<file path="src/rtl/tld_pkg.sv">
package tld_pkg;
  timeunit 1ns;
  timeprecision 1ps;

  localparam int unsigned TLD_LANES    = 3;
  localparam int unsigned TLD_LANE_W   = 7;
  localparam int unsigned TLD_CLK_HIGH = 4;
  localparam int unsigned TLD_SETTLE   = 4;

  // Width of a counter that must hold values 0 .. n-1 (at least one bit)
  function automatic int unsigned tld_cw(input int unsigned n);
    return (n < 2) ? 1 : $clog2(n);
  endfunction
endpackage

</file>
<file path="src/rtl/tld_frame_edge.sv">
module tld_frame_edge #(
  parameter int unsigned LANES = tld_pkg::TLD_LANES
) (
  input  logic             clk,
  input  logic             rst_n,
  input  logic             clr,
  input  logic             frame_clk,
  input  logic [LANES-1:0] lane_in,
  output logic [LANES-1:0] lane_q,
  output logic             rise
);
  timeunit 1ns;
  timeprecision 1ps;

  logic             fc_q, fc_q_nxt;
  logic             fc_prev, fc_prev_nxt;
  logic [LANES-1:0] ln_nxt;

  // Sample the frame clock and the lanes together, so the first bit of a
  // frame is held in lane_q during the cycle in which rise is reported.
  always_comb begin
    fc_q_nxt    = frame_clk;
    fc_prev_nxt = fc_q;
    ln_nxt      = lane_in;
    if (clr) begin
      fc_q_nxt    = 1'b0;
      fc_prev_nxt = 1'b0;
      ln_nxt      = '0;
    end
  end

  always_ff @(posedge clk or negedge rst_n) begin
    if (!rst_n) begin
      fc_q    <= 1'b0;
      fc_prev <= 1'b0;
      lane_q  <= '0;
    end else begin
      fc_q    <= fc_q_nxt;
      fc_prev <= fc_prev_nxt;
      lane_q  <= ln_nxt;
    end
  end

  assign rise = fc_q & ~fc_prev;

  AST_RISE_ONE_CYCLE: assert property (@(posedge clk) disable iff (!rst_n)
    rise |=> !rise);
endmodule

</file>
<file path="src/rtl/tld_slot_track.sv">
module tld_slot_track #(
  parameter int unsigned LANE_W   = tld_pkg::TLD_LANE_W,
  parameter int unsigned CLK_HIGH = tld_pkg::TLD_CLK_HIGH
) (
  input  logic clk,
  input  logic rst_n,
  input  logic clr,
  input  logic rise,
  output logic cap_en,
  output logic word_clk,
  output logic misalign
);
  timeunit 1ns;
  timeprecision 1ps;

  localparam int unsigned SLOT_W = tld_pkg::tld_cw(LANE_W);
  localparam logic [SLOT_W-1:0] LAST = SLOT_W'(LANE_W - 1);

  logic [SLOT_W-1:0] slot_r, slot_nxt, cur_slot;
  logic aligned_r, aligned_nxt;
  logic mis_r, mis_nxt;
  logic wclk_r, wclk_nxt;
  logic framed;

  // cur_slot is the slot of the bit currently held in the sampled lanes
  always_comb begin
    framed = aligned_r | rise;
    if (rise)
      cur_slot = '0;
    else if (slot_r == LAST)
      cur_slot = '0;
    else
      cur_slot = slot_r + 1'b1;

    slot_nxt    = cur_slot;
    aligned_nxt = framed;
    mis_nxt     = mis_r | (rise & aligned_r & (slot_r != LAST));
    wclk_nxt    = framed & (32'(cur_slot) < CLK_HIGH);
    cap_en      = framed & (cur_slot == LAST);

    if (clr) begin
      slot_nxt    = LAST;
      aligned_nxt = 1'b0;
      mis_nxt     = 1'b0;
      wclk_nxt    = 1'b0;
      cap_en      = 1'b0;
    end
  end

  always_ff @(posedge clk or negedge rst_n) begin
    if (!rst_n) begin
      slot_r    <= LAST;
      aligned_r <= 1'b0;
      mis_r     <= 1'b0;
      wclk_r    <= 1'b0;
    end else begin
      slot_r    <= slot_nxt;
      aligned_r <= aligned_nxt;
      mis_r     <= mis_nxt;
      wclk_r    <= wclk_nxt;
    end
  end

  assign word_clk = wclk_r;
  assign misalign = mis_r;

  AST_SLOT_BOUND: assert property (@(posedge clk) disable iff (!rst_n)
    slot_r <= LAST);
  AST_REALIGN_ON_EDGE: assert property (@(posedge clk) disable iff (!rst_n)
    (rise && !clr) |=> (slot_r == '0));
  AST_MISALIGN_STICKY: assert property (@(posedge clk) disable iff (!rst_n)
    (mis_r && !clr) |=> mis_r);
endmodule

</file>
<file path="src/rtl/tld_lane_shift.sv">
module tld_lane_shift #(
  parameter int unsigned LANE_W = tld_pkg::TLD_LANE_W
) (
  input  logic              clk,
  input  logic              rst_n,
  input  logic              clr,
  input  logic              din,
  output logic [LANE_W-1:0] par
);
  timeunit 1ns;
  timeprecision 1ps;

  logic [LANE_W-2:0] sh_r, sh_nxt;

  // The earliest bit of the frame ends up at the top of the slice
  always_comb begin
    sh_nxt = {sh_r[LANE_W-3:0], din};
    if (clr) sh_nxt = '0;
  end

  always_ff @(posedge clk or negedge rst_n) begin
    if (!rst_n) sh_r <= '0;
    else        sh_r <= sh_nxt;
  end

  assign par = {sh_r, din};
endmodule

</file>
<file path="src/rtl/tld_word_hold.sv">
module tld_word_hold #(
  parameter int unsigned WORD_W = tld_pkg::TLD_LANES * tld_pkg::TLD_LANE_W,
  parameter int unsigned SETTLE = tld_pkg::TLD_SETTLE
) (
  input  logic              clk,
  input  logic              rst_n,
  input  logic              clr,
  input  logic              cap_en,
  input  logic [WORD_W-1:0] word_in,
  output logic [WORD_W-1:0] word_out,
  output logic              valid
);
  timeunit 1ns;
  timeprecision 1ps;

  localparam int unsigned CNT_W = tld_pkg::tld_cw(SETTLE + 1);
  localparam logic [CNT_W-1:0] CNT_TOP = CNT_W'(SETTLE);

  logic [WORD_W-1:0] hold_r, hold_nxt;
  logic [CNT_W-1:0]  cnt_r, cnt_nxt;
  logic              valid_r, valid_nxt;

  always_comb begin
    hold_nxt  = hold_r;
    cnt_nxt   = cnt_r;
    valid_nxt = valid_r;
    if (cap_en) begin
      hold_nxt  = word_in;
      valid_nxt = (cnt_r == CNT_TOP);
      if (cnt_r != CNT_TOP) cnt_nxt = cnt_r + 1'b1;
    end
    if (clr) begin
      hold_nxt  = '0;
      cnt_nxt   = '0;
      valid_nxt = 1'b0;
    end
  end

  always_ff @(posedge clk or negedge rst_n) begin
    if (!rst_n) begin
      hold_r  <= '0;
      cnt_r   <= '0;
      valid_r <= 1'b0;
    end else begin
      hold_r  <= hold_nxt;
      cnt_r   <= cnt_nxt;
      valid_r <= valid_nxt;
    end
  end

  assign word_out = hold_r;
  assign valid    = valid_r;

  AST_HOLD_ONLY_ON_CAP: assert property (@(posedge clk) disable iff (!rst_n)
    (!cap_en && !clr) |=> $stable(hold_r));
  AST_VALID_ON_CAP: assert property (@(posedge clk) disable iff (!rst_n)
    $rose(valid_r) |-> $past(cap_en));
endmodule

</file>
<file path="src/rtl/tri_lane_deser.sv">
module tri_lane_deser #(
  parameter int unsigned LANES    = tld_pkg::TLD_LANES,
  parameter int unsigned LANE_W   = tld_pkg::TLD_LANE_W,
  parameter int unsigned CLK_HIGH = tld_pkg::TLD_CLK_HIGH,
  parameter int unsigned SETTLE   = tld_pkg::TLD_SETTLE
) (
  input  logic                    clk_bit,
  input  logic                    rst_n,
  input  logic                    shdn_n,
  input  logic                    frame_clk,
  input  logic [LANES-1:0]        lane_in,
  output logic [LANES*LANE_W-1:0] word_out,
  output logic                    word_clk,
  output logic                    word_valid,
  output logic                    misalign
);
  timeunit 1ns;
  timeprecision 1ps;

  localparam int unsigned WORD_W = LANES * LANE_W;

  logic              clr;
  logic [LANES-1:0]  lane_q;
  logic              rise;
  logic              cap_en;
  logic [WORD_W-1:0] word_bus;

  assign clr = ~shdn_n;

  tld_frame_edge #(.LANES(LANES)) u_edge (
    .clk(clk_bit), .rst_n(rst_n), .clr(clr), .frame_clk(frame_clk),
    .lane_in(lane_in), .lane_q(lane_q), .rise(rise)
  );

  tld_slot_track #(.LANE_W(LANE_W), .CLK_HIGH(CLK_HIGH)) u_slot (
    .clk(clk_bit), .rst_n(rst_n), .clr(clr), .rise(rise),
    .cap_en(cap_en), .word_clk(word_clk), .misalign(misalign)
  );

  for (genvar g = 0; g < LANES; g++) begin : g_lane
    tld_lane_shift #(.LANE_W(LANE_W)) u_shift (
      .clk(clk_bit), .rst_n(rst_n), .clr(clr), .din(lane_q[g]),
      .par(word_bus[g*LANE_W +: LANE_W])
    );
  end

  tld_word_hold #(.WORD_W(WORD_W), .SETTLE(SETTLE)) u_hold (
    .clk(clk_bit), .rst_n(rst_n), .clr(clr), .cap_en(cap_en),
    .word_in(word_bus), .word_out(word_out), .valid(word_valid)
  );

  AST_SHDN_CLEARS: assert property (@(posedge clk_bit) disable iff (!rst_n)
    !shdn_n |=> (word_out == '0 && !word_clk && !word_valid && !misalign));
  AST_STABLE_WHILE_HIGH: assert property (@(posedge clk_bit) disable iff (!rst_n)
    word_clk |-> $stable(word_out));
endmodule

</file>
<file path="config.mk">
export PLATFORM = sky130hd
export DESIGN_NAME = tri_lane_deser
export DESIGN_NICKNAME = d
export VERILOG_FILES = /design/src/rtl/tld_pkg.sv /design/src/rtl/tld_frame_edge.sv /design/src/rtl/tld_slot_track.sv /design/src/rtl/tld_lane_shift.sv /design/src/rtl/tld_word_hold.sv /design/src/rtl/tri_lane_deser.sv
export SDC_FILE = /design/constraint.sdc
export NUM_CORES = 1
export LEC_CHECK = 0
export BUFFER_PORTS_ARGS = -buffer_cell sky130_fd_sc_hd__buf_2
export CAP_MARGIN = 20
export CORE_UTILIZATION = 50
export DETAILED_ROUTE_END_ITERATION = 7
export PLACE_DENSITY = 0.72
export SLEW_MARGIN = 20
export SYNTH_ARGS = -nofsm -noshare
export SYNTH_HDL_FRONTEND = slang
export SYNTH_SLANG_ARGS = --single-unit
</file>
<file path="constraint.sdc">
create_clock -name clk_bit -period 2.6 [get_ports clk_bit]
set_input_delay 0.26 -clock clk_bit [delete_from_list [all_inputs] [get_ports clk_bit]]
set_output_delay 0.26 -clock clk_bit [all_outputs]
set_load 0.02 [all_outputs]
</file>
==> results of run 1 <==
-- final timing paths --
check | start | to | depth (start not counted)
worst max register to register | u_slot.slot_r[2] | u_hold.word_out[11] | 3
worst min register to register | g_lane[2].u_shift.sh_r[4] | g_lane[2].u_shift.sh_r[5] | 2
max in group asynchronous | rst_n | g_lane[2].u_shift.sh_r[1] | 2
worst max-delay path | u_slot.slot_r[2] | u_hold.word_out[11] | 3
worst min-delay path | rst_n | u_hold.word_out[5] | 2
min in group clk_bit | frame_clk | u_edge.fc_q | 2
-- cells in the mapped netlist --
cell type and n:
o22ai_1 1, nand2b_1 1, a31oi_1 1, buf_12 2, a2111oi_0 1, nor2_1 3, a211oi_2 1, clkbuf_1 3
and2_1 5, ha_1 2, nand3_1 1, buf_2 4, o21ai_0 2, nand3b_1 1, inv_1 23, nor3b_1 2
nand2_1 50, nor2b_1 1, dfstp_2 2, nor2_8 1, mux2i_1 26, a21oi_1 1, nand4b_4 1, a21o_1 1
dfrtp_1 52
-- final cells by class --
| cell class | count | area (µm²) | share of cell area (%) |
|---|---|---|---|
| Sequential cell | 54 | 1350 | 55.9 |
| Multi-Input combinational cell | 102 | 656 | 27.1 |
| Timing Repair Buffer | 33 | 185 | 7.65 |
| Inverter | 23 | 86.3 | 3.57 |
| Clock buffer | 7 | 76.3 | 3.15 |
| Tap cell | 50 | 62.6 | 2.59 |
-- where the power goes --
| part | internal [mW] | leakage, nW | switching, mW |
|---|---|---|---|
| Clock | 0.186 | 0.0383 | 0.243 |
| Sequential | 0.857 | 0.737 | 0.0136 |
| Combinational | 0.0263 | 0.545 | 0.0490 |
-- flip-flops by register name (all words and copies together), names as in the netlist --
register,count
u_slot.word_clk,1
u_hold.valid,1
u_slot.misalign,1
u_slot.aligned_r,1
u_slot.slot_r,3
u_hold.word_out,21
u_edge.fc_prev,1
u_hold.cnt_r,3
u_edge.fc_q,1
u_edge.lane_q,3
g_lane.u_shift.sh_r,18
-- logic make-up after synthesis --
group,count (synthesis),synth area share (%)
and+or+nand+nor,66,14.5
buffers and inverters,32,7.27
adders and majority gates,2,1.15
DFF,54,62.5
muxes,26,12.0
AOI/OAI and AO/OA,8,2.60
-- stage by stage --
step	total power [mW]	std cells	area (µm²)	setup slack [ps]	utilization (%)
finish	1.38	269	2420	1060	59.2
global route	1.44	269	2420	955	59.2
CTS	1.40	269	2420	1050	59.2
detailed placement	0.966	262	2340	1060	57.3
global placement	0.963	262	2340	1100	57.3
floorplan	0.930	188	2170	1330	-
-- critical path, delay by kind of cell, from the launching register on --
family        cells  cell delay, ps
simple gates      2             600
mux               1             250
flops             1             600
-- layer usage --
metal | vias to the layer above | global-route usage, %
met2 | 27 | 28.2
li1 | 650 | -
met3 | 5 | 4.00
met5 | - | 0
met4 | 0 | 9.38
met1 | 654 | 21.5
==> summary.md, run 1 <==
| Metric | Value |
|---|---|
| Post_cts resized | `0` |
| DR vias/cell | `4.97` |
| GRT Util Overall | `17.4%` |
| R2R setup slack | `1060 ps` |
| Max incr delay on CP | `600 ps` |
| Clock sink count | `54` |
| Layout area overhead | `11.7%` |
| Final hold viol count | `0` |
| Status | `completed` |
| Mapped Area | `approximately 2200 µm²` |
| Most common cell after layout, fill and taps aside | `dfrtp_1` |
| Crit path max fanout | `22` |
| Max-cap violation count | `0` |
| Root Buffer | `clkbuf_8` |
| Crit Path Class | `reg -> reg` |
| # rows | `23` |
| Die X-Extent | `between 60 and 70 µm` |
| CTS tree | `done` |
| Detailed Routing Iterations Pass 1 | `4` |
| Peak VDD IR | `around 0.4 mV` |
| Fin. max-slew vios | `0` |
| Final setup violation count | `0` |
| Distinct cells, synth | `25` |
| DR top layer | `met4` |
| Actual slew at the worst max-slew pin | `approximately 660 ps` |
| Commonest cells after routing, fill and taps aside | `dfrtp_1, nand2_1, buf_2` |
| Routability cong. | `between 0.7 and 0.8` |
| Min Tclk post-route | `1540 ps` |
| Worst Hold Class | `in -> async` |
| Largest net degree at the start of global routing | `between 50 and 60` |
| Gate Count Post-Synth | `188` |
| Setup Skew | `around 7.2 ps` |
| Starting density of the core | `around 53%` |
| TritonCTS Buffers | `5` |
| Tcrit/Tclk final | `between 50% and 60%` |
| Worst Path Arrival | `1760 ps` |
| Fill count | `between 300 and 400` |
| Static Leak | `~1.3 nW` |
| Crit path max-delay cell type | `dfstp_2` |
| Syn_nets | `slightly below 200` |
| DRC | `0` |
| Pwr Density | `around 570 nW/µm²` |
| Fmax | `~650 MHz` |
| Routed wl met3 | `about 150 µm` |
| Max transition margin | `between 50% and 60%` |
| Wl on met1 | `between 1.5 and 2 mm` |
| DRT Wirelength | `between 3 and 4 mm` |
| Initial antenna violation count | `0` |
| Share of layout cells above drive strength 1 | `between 10% and 20%` |
| DR iter-0 viols | `65` |
| Post-Syn Area per Cell | `roughly 12 µm²` |
| Die area | `about 4600 µm²` |
| Final Net Count | `about 230` |
| Largest cells by area after synthesis | `dfrtp_1, mux2i_1, nand2_1, inv_1, dfstp_2` |
| Setup TNS | `0 ps` |
| Yosys top cell area share | `~60%` |
| Die height | `approximately 68 µm` |
| Worst Path Required | `2820 ps` |
| Hold buffer count at CTS | `0` |
| First-pass GRT wire length | `5.80 mm` |
| Yosys warns | `0` |
| Via count | `~1.3k` |
| Clock Latency Late Sink | `~300 ps` |
| Antenna cells | `0` |
| Seq/Total Area, Yosys | `about 62%` |
| Wire per inst | `between 10 and 15 µm` |
| Most area-hungry cell type in the Yosys netlist | `dfrtp_1` |
| Total grt overflow | `0` |
| Port buffer count | `30` |
| I/O pin count | `31` |
| Clock transition at path regs | `approximately 90 ps` |
| Vias in the first global route | `~1.3k` |
| Hold slack | `roughly 62 ps` |
| RSZ-0062 raised after global routing | `no` |
| Post-route ant nets | `0` |
| Ordered list of cells on the worst path | `nand4b_4 -> nor2_8 -> mux2i_1` |
| CTS Buffer Depth | `2` |
| Met2 Routed Length | `approximately 1.6 mm` |
| Worst setup SP type | `flip-flop` |
| H-tree depth | `2` |
| HPWL after DPL | `2.10 mm` |
| Post CTS Setup Buffer Count | `0` |
| Core footprint | `4090 µm²` |
| Seq cells post-synth | `54` |
| CP Capture Type | `flip-flop` |
Note: power is estimated with default switching activity, not from simulation.
==> run 2: changes to the inputs <==
Settings changed: PLACE_DENSITY 0.72 to 0.75.
Clock period 2.6 ns to 1.3 ns, I/O delays scaled along.
==> summary.md, run 2 (same netlist as run 1, synthesis figures left out) <==
| Metric | Value |
|---|---|
| GR Util met1 | `roughly a fifth` |
| Crit path max fanout | `4` |
| Final Worst Setup Slack | `-18.7 ps` |
| DRC | `0` |
| Fin. max-slew vios | `0` |
| First-pass GRT wire length | `between 5 and 6 mm` |
| Clock Latency Late Sink | `approximately 310 ps` |
| Static Leak | `roughly 1.4 nW` |
| Actual slew at the worst max-slew pin | `~360 ps` |
| Cell Int Power | `approximately 2.4 mW` |
| Clock sink count | `between 50 and 60` |
| Worst r2r src | `u_slot.slot_r[2]` |
| Die area | `4600 µm²` |
| Final Util | `62.3%` |
| Port buffer count | `30` |
| Starting density of the core | `53.0%` |
| HPWL after DPL | `2.23 mm` |
| DR iter-0 viols | `57` |
| # rows | `23` |
| Antenna cells | `0` |
| Setup Skew | `about 12 ps` |
| Status | `finished with violations` |
| Final setup violation count | `8` |
| TritonCTS Buffers | `5` |
| GRT Util Overall | `between 15 and 20%` |
| Peak VDD IR | `0.698 mV` |
| Largest net degree at the start of global routing | `55` |
| I/O pin count | `31` |
| Gr busiest metal | `met2` |
| Die X-Extent | `between 60 and 70 µm` |
| Worst Path Arrival | `approximately 1600 ps` |
| Root Buffer | `clkbuf_8` |
| DRT Wirelength | `~3.4 mm` |
| Ordered list of cells on the worst path | `nand4b_4 -> nor2_8 -> buf_4 -> mux2i_1` |
| Max-cap violation count | `0` |
| Worst Path Required | `between 1500 and 2000 ps` |
| RSZ-0062 raised after global routing | `yes` |
| CTS Buffer Depth | `2` |
| Commonest cells after routing, fill and taps aside | `dfrtp_1, nand2_1, buf_2` |
| Switching share of power | `about 22%` |
| M3 GR Usage | `between 5 and 6%` |
| Clock transition at path regs | `~100 ps` |
| Vias in the first global route | `around 1.2k` |
| DR vias/cell | `slightly below 5` |
| CTS tree | `done` |
| Share of layout cells above drive strength 1 | `between 20% and 30%` |
| Total power draw | `around 3 mW` |
| Via count | `roughly 1.3k` |
| Total grt overflow | `0` |
| Initial antenna violation count | `0` |
| Max transition margin | `between 70% and 80%` |
| Post CTS Setup Buffer Count | `0` |
| H-tree depth | `2` |
| Wire per inst | `between 10 and 15 µm` |
| Dpl cell area | `~2400 µm²` |
| Fmax | `around 760 MHz` |
| Worst Hold Class | `in -> reg` |
| Fin area | `roughly 2500 µm²` |
| Layout area overhead | `17.4%` |
| Pwr Density | `1190 nW/µm²` |
| Max incr delay on CP | `560 ps` |
| Failing checks | `negative setup slack` |
| Detailed Routing Iterations Pass 1 | `4` |
| Largest register FFs | `21` |
| Pre-CTS setup slack | `-195 ps` |
| CP Capture Type | `flip-flop` |
| Logic gate share of total power | `roughly 5.7%` |
| Met2 usage | `26.5%` |
| Crit path max-delay cell type | `dfstp_2` |
| Min Tclk post-route | `approximately 1300 ps` |
| Worst setup SP type | `flip-flop` |
| Final Net Count | `around 240` |
| Crit path from | `u_slot.slot_r[2]` |
| Seq pwr share | `57.5%` |
| Most common cell after layout, fill and taps aside | `dfrtp_1` |
| Routability cong. | `around 0.74` |
| Switch Pwr | `0.671 mW` |
| Post-route ant nets | `0` |
| Core footprint | `4090 µm²` |
| Clock network fraction of total power | `a little under two fifths` |
| Hold_sp | `frame_clk` |
| Setup TNS | `-67.4 ps` |
| Final hold viol count | `0` |
| Crit Path Class | `reg -> reg` |
| Tcrit/Tclk final | `101%` |
| Die height | `roughly 68 µm` |
run 2: cell count changes in the layout (fill, tap and decap cells not counted), sizes merged:
cell         previous run  this run
dlygate4sd3             0         1
clkinvlp                0         2
clkbuf                  7         5
bufinv                  0         1
buf                    33        39
run 2: power by group through the flow:
stage	logic, mW	clock network, mW	registers (mW)
4_1_cts	0.176	1.16	1.74
6_report	0.172	1.12	1.74
5_1_grt	0.194	1.21	1.74
3_5_place_dp	0.172	0	1.77
3_3_place_gp	0.169	0	1.77
2_1_floorplan	0.0852	0	1.77
run 2: worst max-delay path: cells and delay by family (launching register included):
kind          cells  cell delay [ps]
buf+inv           1              160
flops             1              560
mux               1              210
simple gates      2              290
run 2: cell type report:
class / instances / area (µm²)
inverters: 23 / 86.3
multi-input cells: 102 / 663
flip-flops and latches: 54 / 1350
well taps: 50 / 62.6
clock inverters: 3 / 45.0
fillers: 329 / 1540
repair buffers: 40 / 265
clock buffers: 5 / 68.8
run 2: per-layer routing:
| metal | part of all wire (%) | up-vias |
|---|---|---|
| met5 | 0 | - |
| met4 | 1.6 | 0 |
| met3 | 4.1 | 7 |
| met2 | 48 | 24 |
| met1 | 47 | 643 |
| li1 | - | 659 |
run 2: worst paths after layout:
path	slack, ps	endpoint	cells after the start
setup / recovery	-20	u_hold.word_out[19]	4
hold / removal	20	u_edge.fc_q	2
setup reg to reg	-20	u_hold.word_out[19]	4
hold reg to reg	460	g_lane[2].u_shift.sh_r[5]	2
max in group asynchronous	700	u_slot.slot_r[2]	3
min in group asynchronous	330	u_slot.slot_r[0]	3
run 2: metrics by stage:
stage | std cells | hold WS [ps]
CTS | 277 | 12.5
finish | 277 | 23.6
global placement | 268 | 145
global route | 277 | 12.3
floorplan | 188 | -166
detailed placement | 268 | 146
run 2: what timing repair did:
action                                  CTS  global route
gates resized for setup                   2             0
cloned                                    0             0
hold buffers                              1             0
endpoints found under the hold margin    52             0
endpoints found under the setup margin   29            25
